`config.mk`:
```
export PLATFORM = sky130hd
export DESIGN_NAME = flash_cmd_seq
export DESIGN_NICKNAME = d
export VERILOG_FILES = /design/src/rtl/fseq_pkg.sv /design/src/rtl/fseq_op_timer.sv /design/src/rtl/fseq_array_model.sv /design/src/rtl/flash_cmd_seq.sv
export SDC_FILE = /design/constraint.sdc
export NUM_CORES = 1
export LEC_CHECK = 0
export ABC_AREA = 1
export BUFFER_PORTS_ARGS = -buffer_cell sky130_fd_sc_hd__buf_2
export CAP_MARGIN = 20
export CELL_PAD_IN_SITES_DETAIL_PLACEMENT = 0
export CELL_PAD_IN_SITES_GLOBAL_PLACEMENT = 2
export CORE_MARGIN = 2
export CORE_UTILIZATION = 29
export DETAILED_ROUTE_END_ITERATION = 10
export PLACE_DENSITY_LB_ADDON = 0.1
export SYNTH_ARGS = -nofsm -noshare
export SYNTH_HDL_FRONTEND = slang
export SYNTH_HIERARCHICAL = 1
export SYNTH_SLANG_ARGS = --single-unit
```
`constraint.sdc`:
```
create_clock -name clk -period 1.9 [get_ports clk]
set_input_delay 0.095 -clock clk [delete_from_list [all_inputs] [get_ports clk]]
set_output_delay 0.095 -clock clk [all_outputs]
set_load 0.01 [all_outputs]
```
`src/rtl/fseq_pkg.sv`:
```
package fseq_pkg;

    typedef enum logic [2:0] {
        S_IDLE,
        S_ERASE_CFM,
        S_LOCK_CFM,
        S_LOCK_ADDR,
        S_ERASE_RUN,
        S_LOCK_RUN
    } seq_state_t;

    typedef enum logic [1:0] {
        RD_ARRAY,
        RD_STATUS,
        RD_LOCK
    } rd_mode_t;

    localparam logic [7:0] CMD_ERASE_ALL = 8'hA7;
    localparam logic [7:0] CMD_LOCK_PGM  = 8'h77;
    localparam logic [7:0] CMD_LOCK_READ = 8'h71;
    localparam logic [7:0] CMD_READ_STAT = 8'h70;
    localparam logic [7:0] CMD_CLR_STAT  = 8'h50;
    localparam logic [7:0] CMD_CONFIRM   = 8'hD0;

endpackage

```
`src/rtl/fseq_op_timer.sv`:
```
module fseq_op_timer #(
    parameter int OP_CYCLES = 16
) (
    input  logic clk,
    input  logic rst_n,
    input  logic load,
    input  logic tick,
    output logic last
);
    localparam int CW = $clog2(OP_CYCLES + 1);

    logic [CW-1:0] cnt;

    always_ff @(posedge clk) begin
        if (!rst_n) begin
            cnt <= '0;
        end else if (load) begin
            cnt <= CW'(OP_CYCLES);
        end else if (tick && cnt != '0) begin
            cnt <= cnt - CW'(1);
        end
    end

    assign last = (cnt == CW'(1));


    cnt_range_chk: assert property (@(posedge clk) disable iff (!rst_n)
        (int'(cnt) <= OP_CYCLES));

endmodule

```
`src/rtl/fseq_array_model.sv`:
```
module fseq_array_model #(
    parameter int          ADDR_W     = 8,
    parameter int          DATA_W     = 8,
    parameter int          NUM_BLOCKS = 4,
    parameter int          BLK_W      = 2,
    parameter logic [7:0]  FILL_KEY   = 8'hA5
) (
    input  logic                  clk,
    input  logic                  rst_n,
    input  logic                  erase_stb,
    input  logic                  lock_stb,
    input  logic [BLK_W-1:0]      op_blk,
    input  logic [ADDR_W-1:0]     rd_addr,
    output logic [DATA_W-1:0]     rd_word,
    output logic [NUM_BLOCKS-1:0] lock_vec
);
    logic [NUM_BLOCKS-1:0] blank;
    logic [BLK_W-1:0]      rd_blk;

    for (genvar b = 0; b < NUM_BLOCKS; b++) begin : g_blk
        always_ff @(posedge clk) begin
            if (!rst_n) begin
                blank[b]    <= 1'b0;
                lock_vec[b] <= 1'b1;
            end else begin
                if (erase_stb && op_blk == BLK_W'(b)) blank[b] <= 1'b1;
                if (lock_stb && op_blk == BLK_W'(b))  lock_vec[b] <= 1'b0;
            end
        end
    end

    assign rd_blk  = rd_addr[ADDR_W-1 -: BLK_W];
    assign rd_word = blank[rd_blk] ? '1 : (DATA_W'(rd_addr) ^ DATA_W'(FILL_KEY));


    lock_never_rises_chk: assert property (@(posedge clk) disable iff (!rst_n)
        1'b1 |=> ((lock_vec & ~$past(lock_vec)) == '0));


    blank_never_falls_chk: assert property (@(posedge clk) disable iff (!rst_n)
        1'b1 |=> ((~blank & $past(blank)) == '0));


    erase_unlocked_only_chk: assert property (@(posedge clk) disable iff (!rst_n)
        erase_stb |-> lock_vec[op_blk]);

endmodule

```
`src/rtl/flash_cmd_seq.sv`:
```
module flash_cmd_seq #(
    parameter int ADDR_W     = 8,
    parameter int DATA_W     = 8,
    parameter int NUM_BLOCKS = 4,
    parameter int OP_CYCLES  = 16
) (
    input  logic              clk,
    input  logic              rst_n,
    input  logic              wr_en,
    input  logic [ADDR_W-1:0] addr,
    input  logic [DATA_W-1:0] wdata,
    input  logic              rd_en,
    output logic [DATA_W-1:0] rdata,
    output logic              ready
);
    import fseq_pkg::*;

    localparam int               BLK_W    = $clog2(NUM_BLOCKS);
    localparam logic [BLK_W-1:0] LAST_BLK = BLK_W'(NUM_BLOCKS - 1);

    seq_state_t state, nxt_state;
    rd_mode_t   mode, nxt_mode;

    logic             erase_err, prog_err;
    logic [BLK_W-1:0] blk_idx, lk_blk, wr_blk;
    logic [7:0]       code, status8;

    logic tmr_load, tmr_tick, tmr_last;
    logic erase_stb, lock_stb;
    logic start_erase, cap_blk, cap_lk, blk_inc;
    logic set_err, clr_err;

    logic [DATA_W-1:0]     rd_word;
    logic [NUM_BLOCKS-1:0] lock_vec;

    assign code    = wdata[7:0];
    assign wr_blk  = addr[ADDR_W-1 -: BLK_W];
    assign ready   = !(state == S_ERASE_RUN || state == S_LOCK_RUN);
    assign status8 = {ready, 1'b0, erase_err, prog_err, 4'b0000};

    fseq_op_timer #(.OP_CYCLES(OP_CYCLES)) timer_i (
        .clk   (clk),
        .rst_n (rst_n),
        .load  (tmr_load),
        .tick  (tmr_tick),
        .last  (tmr_last)
    );

    fseq_array_model #(
        .ADDR_W     (ADDR_W),
        .DATA_W     (DATA_W),
        .NUM_BLOCKS (NUM_BLOCKS),
        .BLK_W      (BLK_W)
    ) array_i (
        .clk       (clk),
        .rst_n     (rst_n),
        .erase_stb (erase_stb),
        .lock_stb  (lock_stb),
        .op_blk    (blk_idx),
        .rd_addr   (addr),
        .rd_word   (rd_word),
        .lock_vec  (lock_vec)
    );

    // next state and control strobes
    always_comb begin
        nxt_state   = state;
        nxt_mode    = mode;
        tmr_load    = 1'b0;
        tmr_tick    = 1'b0;
        erase_stb   = 1'b0;
        lock_stb    = 1'b0;
        start_erase = 1'b0;
        cap_blk     = 1'b0;
        cap_lk      = 1'b0;
        blk_inc     = 1'b0;
        set_err     = 1'b0;
        clr_err     = 1'b0;
        unique case (state)
            S_IDLE: if (wr_en) begin
                case (code)
                    CMD_ERASE_ALL: nxt_state = S_ERASE_CFM;
                    CMD_LOCK_PGM:  nxt_state = S_LOCK_CFM;
                    CMD_LOCK_READ: nxt_state = S_LOCK_ADDR;
                    CMD_READ_STAT: nxt_mode  = RD_STATUS;
                    CMD_CLR_STAT:  clr_err   = 1'b1;
                    default:       nxt_mode  = RD_ARRAY;
                endcase
            end
            S_ERASE_CFM: if (wr_en) begin
                if (code == CMD_CONFIRM) begin
                    nxt_state   = S_ERASE_RUN;
                    nxt_mode    = RD_STATUS;
                    start_erase = 1'b1;
                    tmr_load    = 1'b1;
                end else begin
                    nxt_state = S_IDLE;
                    nxt_mode  = RD_ARRAY;
                    set_err   = 1'b1;
                end
            end
            S_LOCK_CFM: if (wr_en) begin
                if (code == CMD_CONFIRM) begin
                    nxt_state = S_LOCK_RUN;
                    nxt_mode  = RD_STATUS;
                    cap_blk   = 1'b1;
                    tmr_load  = 1'b1;
                end else begin
                    nxt_state = S_IDLE;
                    nxt_mode  = RD_ARRAY;
                    set_err   = 1'b1;
                end
            end
            S_LOCK_ADDR: if (wr_en) begin
                nxt_state = S_IDLE;
                nxt_mode  = RD_LOCK;
                cap_lk    = 1'b1;
            end
            S_ERASE_RUN: begin
                if (!lock_vec[blk_idx] || tmr_last) begin
                    erase_stb = lock_vec[blk_idx];
                    if (blk_idx == LAST_BLK) begin
                        nxt_state = S_IDLE;
                    end else begin
                        blk_inc  = 1'b1;
                        tmr_load = 1'b1;
                    end
                end else begin
                    tmr_tick = 1'b1;
                end
            end
            S_LOCK_RUN: begin
                tmr_tick = 1'b1;
                if (tmr_last) begin
                    lock_stb  = 1'b1;
                    nxt_state = S_IDLE;
                end
            end
            default: nxt_state = S_IDLE;
        endcase
    end

    // state register and sequencer registers
    always_ff @(posedge clk) begin
        if (!rst_n) begin
            state     <= S_IDLE;
            mode      <= RD_ARRAY;
            erase_err <= 1'b0;
            prog_err  <= 1'b0;
            blk_idx   <= '0;
            lk_blk    <= '0;
        end else begin
            state <= nxt_state;
            mode  <= nxt_mode;
            if (set_err) begin
                erase_err <= 1'b1;
                prog_err  <= 1'b1;
            end else if (clr_err) begin
                erase_err <= 1'b0;
                prog_err  <= 1'b0;
            end
            if (start_erase)  blk_idx <= '0;
            else if (cap_blk) blk_idx <= wr_blk;
            else if (blk_inc) blk_idx <= blk_idx + BLK_W'(1);
            if (cap_lk) lk_blk <= wr_blk;
        end
    end

    // read data
    always_comb begin
        if (!rd_en) begin
            rdata = '0;
        end else if (!ready) begin
            rdata = DATA_W'(status8);
        end else begin
            case (mode)
                RD_ARRAY:  rdata = rd_word;
                RD_STATUS: rdata = DATA_W'(status8);
                RD_LOCK:   rdata = DATA_W'({1'b0, lock_vec[lk_blk], 6'b000000});
                default:   rdata = '0;
            endcase
        end
    end


    bad_confirm_chk: assert property (@(posedge clk) disable iff (!rst_n)
        ((state == S_ERASE_CFM || state == S_LOCK_CFM) && wr_en && code != CMD_CONFIRM)
        |=> (erase_err && prog_err && mode == RD_ARRAY && ready));


    busy_hold_chk: assert property (@(posedge clk) disable iff (!rst_n)
        !ready |=> ($stable(erase_err) && $stable(prog_err) && $stable(mode)));


    erase_launch_chk: assert property (@(posedge clk) disable iff (!rst_n)
        (state == S_ERASE_CFM && wr_en && code == CMD_CONFIRM)
        |=> (!ready && blk_idx == '0 && mode == RD_STATUS));


    lock_done_chk: assert property (@(posedge clk) disable iff (!rst_n)
        (state == S_LOCK_RUN && tmr_last) |=> (ready && !lock_vec[$past(blk_idx)]));

endmodule

```
==> metrics.txt <==
fraction of layout cells with a size suffix above 1 20.07%; share of the clock period used by the worst path approximately nine tenths; clock tree root buffer cell sky130_fd_sc_hd__clkbuf_8; summed instance area of the synthesized netlist about 1600 µm²; Area Overhead vs Synth 16.98%; post-route antenna net violation count 0; # clock sinks 23; total placed instance area between 1500 and 2000 µm²; synthesized area per cell slightly above 6 µm²; warnings from Yosys 6; die span in x a little under 80 µm; outcome completed; sequential share of the synthesized area 28.03%; Cells after Synth between 200 and 300; biggest cell delay along the critical path approximately 500 ps; CTS tree yes; total power per unit cell area about 690 nW/µm²; per-cell routed wire length roughly 11 µm; residual overflow from global routing 0; number of antenna diodes 0; Yosys cell types 30; fin worst setup slack approximately 190 ps; Worst Path Class, Setup reg -> out; Reg-to-Reg End timer_i/cnt[0]; row count 27; Final Instance Area between 1500 and 2000 µm²; largest net degree at the start of global routing 15; pre-CTS setup slack about 250 ps; reg-to-reg startpoint timer_i/cnt[1]; number of cells on the worst hold path 2; initial core utilization between 30% and 40%; sequential share of power between 40% and 50%; worst hold margin about 150 ps; max-slew headroom at the worst pin 76.35%; vias in the first global route 1600; Combinational Power Share 35.4%; first drt pass iteration count 4; worst-path cell with the longest stage delay sky130_fd_sc_hd__dfxtp_1; dominant synthesized flop cell sky130_fd_sc_hd__dfxtp_1; detailed placer's ending HPWL approximately 3.2 mm; Final Hold Violating Endpoints 0; final-stage net count approximately 330; worst reg2reg setup slack 310 ps; Worst Hold Path EP array_i/lock_vec[3]; post-layout util a little over a third; die height slightly below 80 µm; die footprint 6283 µm²; final weighted congestion in routability-driven placement 0.7220; P_int just over 0.8 mW; maximum operating frequency between 500 and 600 MHz; dominant cell by count in the synthesized netlist sky130_fd_sc_hd__nand2_1; GR Util All Layers about 14%; clock period minus final worst setup slack 1709 ps; Final Max Tran Viols 0; power after layout around 1.3 mW; Worst Hold Class in -> reg; library cell with the largest summed area after synthesis sky130_fd_sc_hd__dfxtp_1; number of antenna violations at the first check in global routing 0; Sw Pwr 0.4975 mW; average vias per placed instance between 4 and 5; Setup crit end kind output port; largest fanout on the critical path 7; cell repeated most along the worst path sky130_fd_sc_hd__nand2_1; first-pass GRT wire length 7.203 mm; count of boundary I/O pins 29; transition at the pin with the smallest max-transition slack 354.3 ps; CTS buffer count 3; Longest Clk Path Bufs 2; MaxCap Viol Count 0; final cell count without fillers between 300 and 400; cell types with the largest area share after synthesis sky130_fd_sc_hd__dfxtp_1 28%, sky130_fd_sc_hd__nand2_1 17%, sky130_fd_sc_hd__inv_1 9.1%, sky130_fd_sc_hd__nor2_1 9.1%, sky130_fd_sc_hd__nand3_1 8.2%; Core Area 5473 µm²; clock transition time at the flip-flop clock pins of the worst setup and hold paths 90 ps; Layout Skew 4.985 ps; clock insertion delay at the later pin of the skew report 270 ps; switching portion of total power between 30 and 40%; required time worst endpoint between 1500 and 2000 ps; setup repair after global routing missed its margin no; Worst R2R Path Depth 11; maximum resistive drop on vdd roughly 0.34 mV; fraction of power consumed by the clock network between 20% and 30%; final wirelength 3.981 mm; cell breakdown of the critical path nand2_1 -> and2_1 -> inv_1 -> nand2_1 -> nand2_1 -> inv_1 -> buf_2; Hold Path Origin rst_n; total of flip-flops plus latches after synthesis 23; static power due to leakage between 0.9 and 1 nW; Max H-tree Level 1; DRC 0; sum of negative setup slack 0 ps; number of instances in the placed design between 300 and 400; arrival time at the worst endpoint 1610 ps; Yosys top cell area share 28.03%; number of input and output port buffers inserted 28; Synth top cells by count 74 x sky130_fd_sc_hd__nand2_1, 40 x sky130_fd_sc_hd__inv_1, 40 x sky130_fd_sc_hd__nor2_1; startpoint type of the worst setup path register; number of violations reported at the end of detailed-routing iteration 0 63; Async S/R FF share, synth 0%; detailed-route via count ~1700; Synthesized Nets around 300; total of endpoints with negative setup slack in the final report 0; count of flip-flops with a built-in enable after synthesis 0
## worst max path at each step
stage,start,end,slack [ps],cells past startpoint
floorplan,timer_i/cnt[1],timer_i/cnt[1],490,11
global placement,timer_i/cnt[1],timer_i/cnt[0],300,11
detailed placement,timer_i/cnt[1],timer_i/cnt[0],250,11
CTS,state[2],rdata[4],160,7
global route,state[2],rdata[4],30,7
finish,state[2],rdata[4],190,7
## power groups by stage
| stage | Sequential (mW) | Combinational (mW) | Clock [mW] |
|---|---|---|---|
| 4_1_cts | 0.544 | 0.474 | 0.331 |
| 5_1_grt | 0.548 | 0.538 | 0.361 |
| 3_5_place_dp | 0.555 | 0.472 | 0 |
| 2_1_floorplan | 0.536 | 0.364 | 0 |
| 3_3_place_gp | 0.556 | 0.479 | 0 |
| 6_report | 0.544 | 0.468 | 0.311 |
## worst max-delay path, delay by kind of cell, from the launching register on
family,cells,cell delay [ps]
flops,1,500
buf+inv,3,320
simple gates,4,520
## registers in the layout (all words and copies together) (netlist names)
| register | flops |
|---|---|
| lk_blk | 2 |
| array_i/blank | 4 |
| state | 3 |
| array_i/lock_vec | 4 |
| blk_idx | 2 |
| prog_err | 1 |
| mode | 2 |
| timer_i/cnt | 5 |
## what timing repair did
action                     in CTS  in global routing
setup endpoints to repair       0                  2
gates resized for setup         0                  1
hold buffers                    0                  0
buffers inserted                0                  0
## cell families (layout without fill, tap and decap cells)
family / count (synthesis) / in the layout / share of synthesized area, %
simple gates: 167 / 167 / 47.37
buf+inv: 50 / 82 / 11.88
compound gates: 28 / 28 / 9.901
flops: 23 / 23 / 28.03
fa+ha+maj: 3 / 3 / 2.285
xor+xnor: 1 / 1 / 0.5332
## placed cells by master (no fill, tap or decap)
cell	n
sky130_fd_sc_hd__nand3b_2	1
sky130_fd_sc_hd__o211ai_1	1
sky130_fd_sc_hd__dfxtp_1	23
sky130_fd_sc_hd__buf_4	2
sky130_fd_sc_hd__inv_2	8
sky130_fd_sc_hd__nand2_1	74
sky130_fd_sc_hd__nor2_4	2
sky130_fd_sc_hd__clkbuf_8	3
sky130_fd_sc_hd__nand3b_1	2
sky130_fd_sc_hd__nor3_1	1
sky130_fd_sc_hd__a21oi_2	1
sky130_fd_sc_hd__nor2_2	4
sky130_fd_sc_hd__and2_1	2
sky130_fd_sc_hd__nand3_2	4
sky130_fd_sc_hd__nor2_1	39
sky130_fd_sc_hd__o21ai_2	1
sky130_fd_sc_hd__a21boi_2	1
sky130_fd_sc_hd__nand4_1	6
sky130_fd_sc_hd__o31ai_1	2
sky130_fd_sc_hd__nand2_2	2
sky130_fd_sc_hd__nand3_1	27
sky130_fd_sc_hd__clkinv_2	1
sky130_fd_sc_hd__nor3_4	1
sky130_fd_sc_hd__nand2_4	1
sky130_fd_sc_hd__nand4_2	1
sky130_fd_sc_hd__o21ai_0	10
sky130_fd_sc_hd__ha_1	3
sky130_fd_sc_hd__xor2_1	1
sky130_fd_sc_hd__buf_2	28
sky130_fd_sc_hd__inv_1	40
sky130_fd_sc_hd__a21oi_1	11
sky130_fd_sc_hd__o22ai_1	1
## metal layers
layer  vias up  GRT usage, %  wire length, µm
li1        926             -                -
met1       719         18.77             2063
met2        30         23.90             1760
met3         4         3.409              129
met4         0         2.759               27
met5         -             0                0
## cell type report
cell class                      count  area [µm²]
Fill cell                         652        3551
Multi-Input combinational cell    199       989.7
Sequential cell                    23       460.4
Inverter                           48       180.2
Timing Repair Buffer               30       155.1
Tap cell                           72       90.09
Clock buffer                        3       41.29
Clock inverter                      1       5.005
Note: power is estimated with default switching activity, not from simulation.
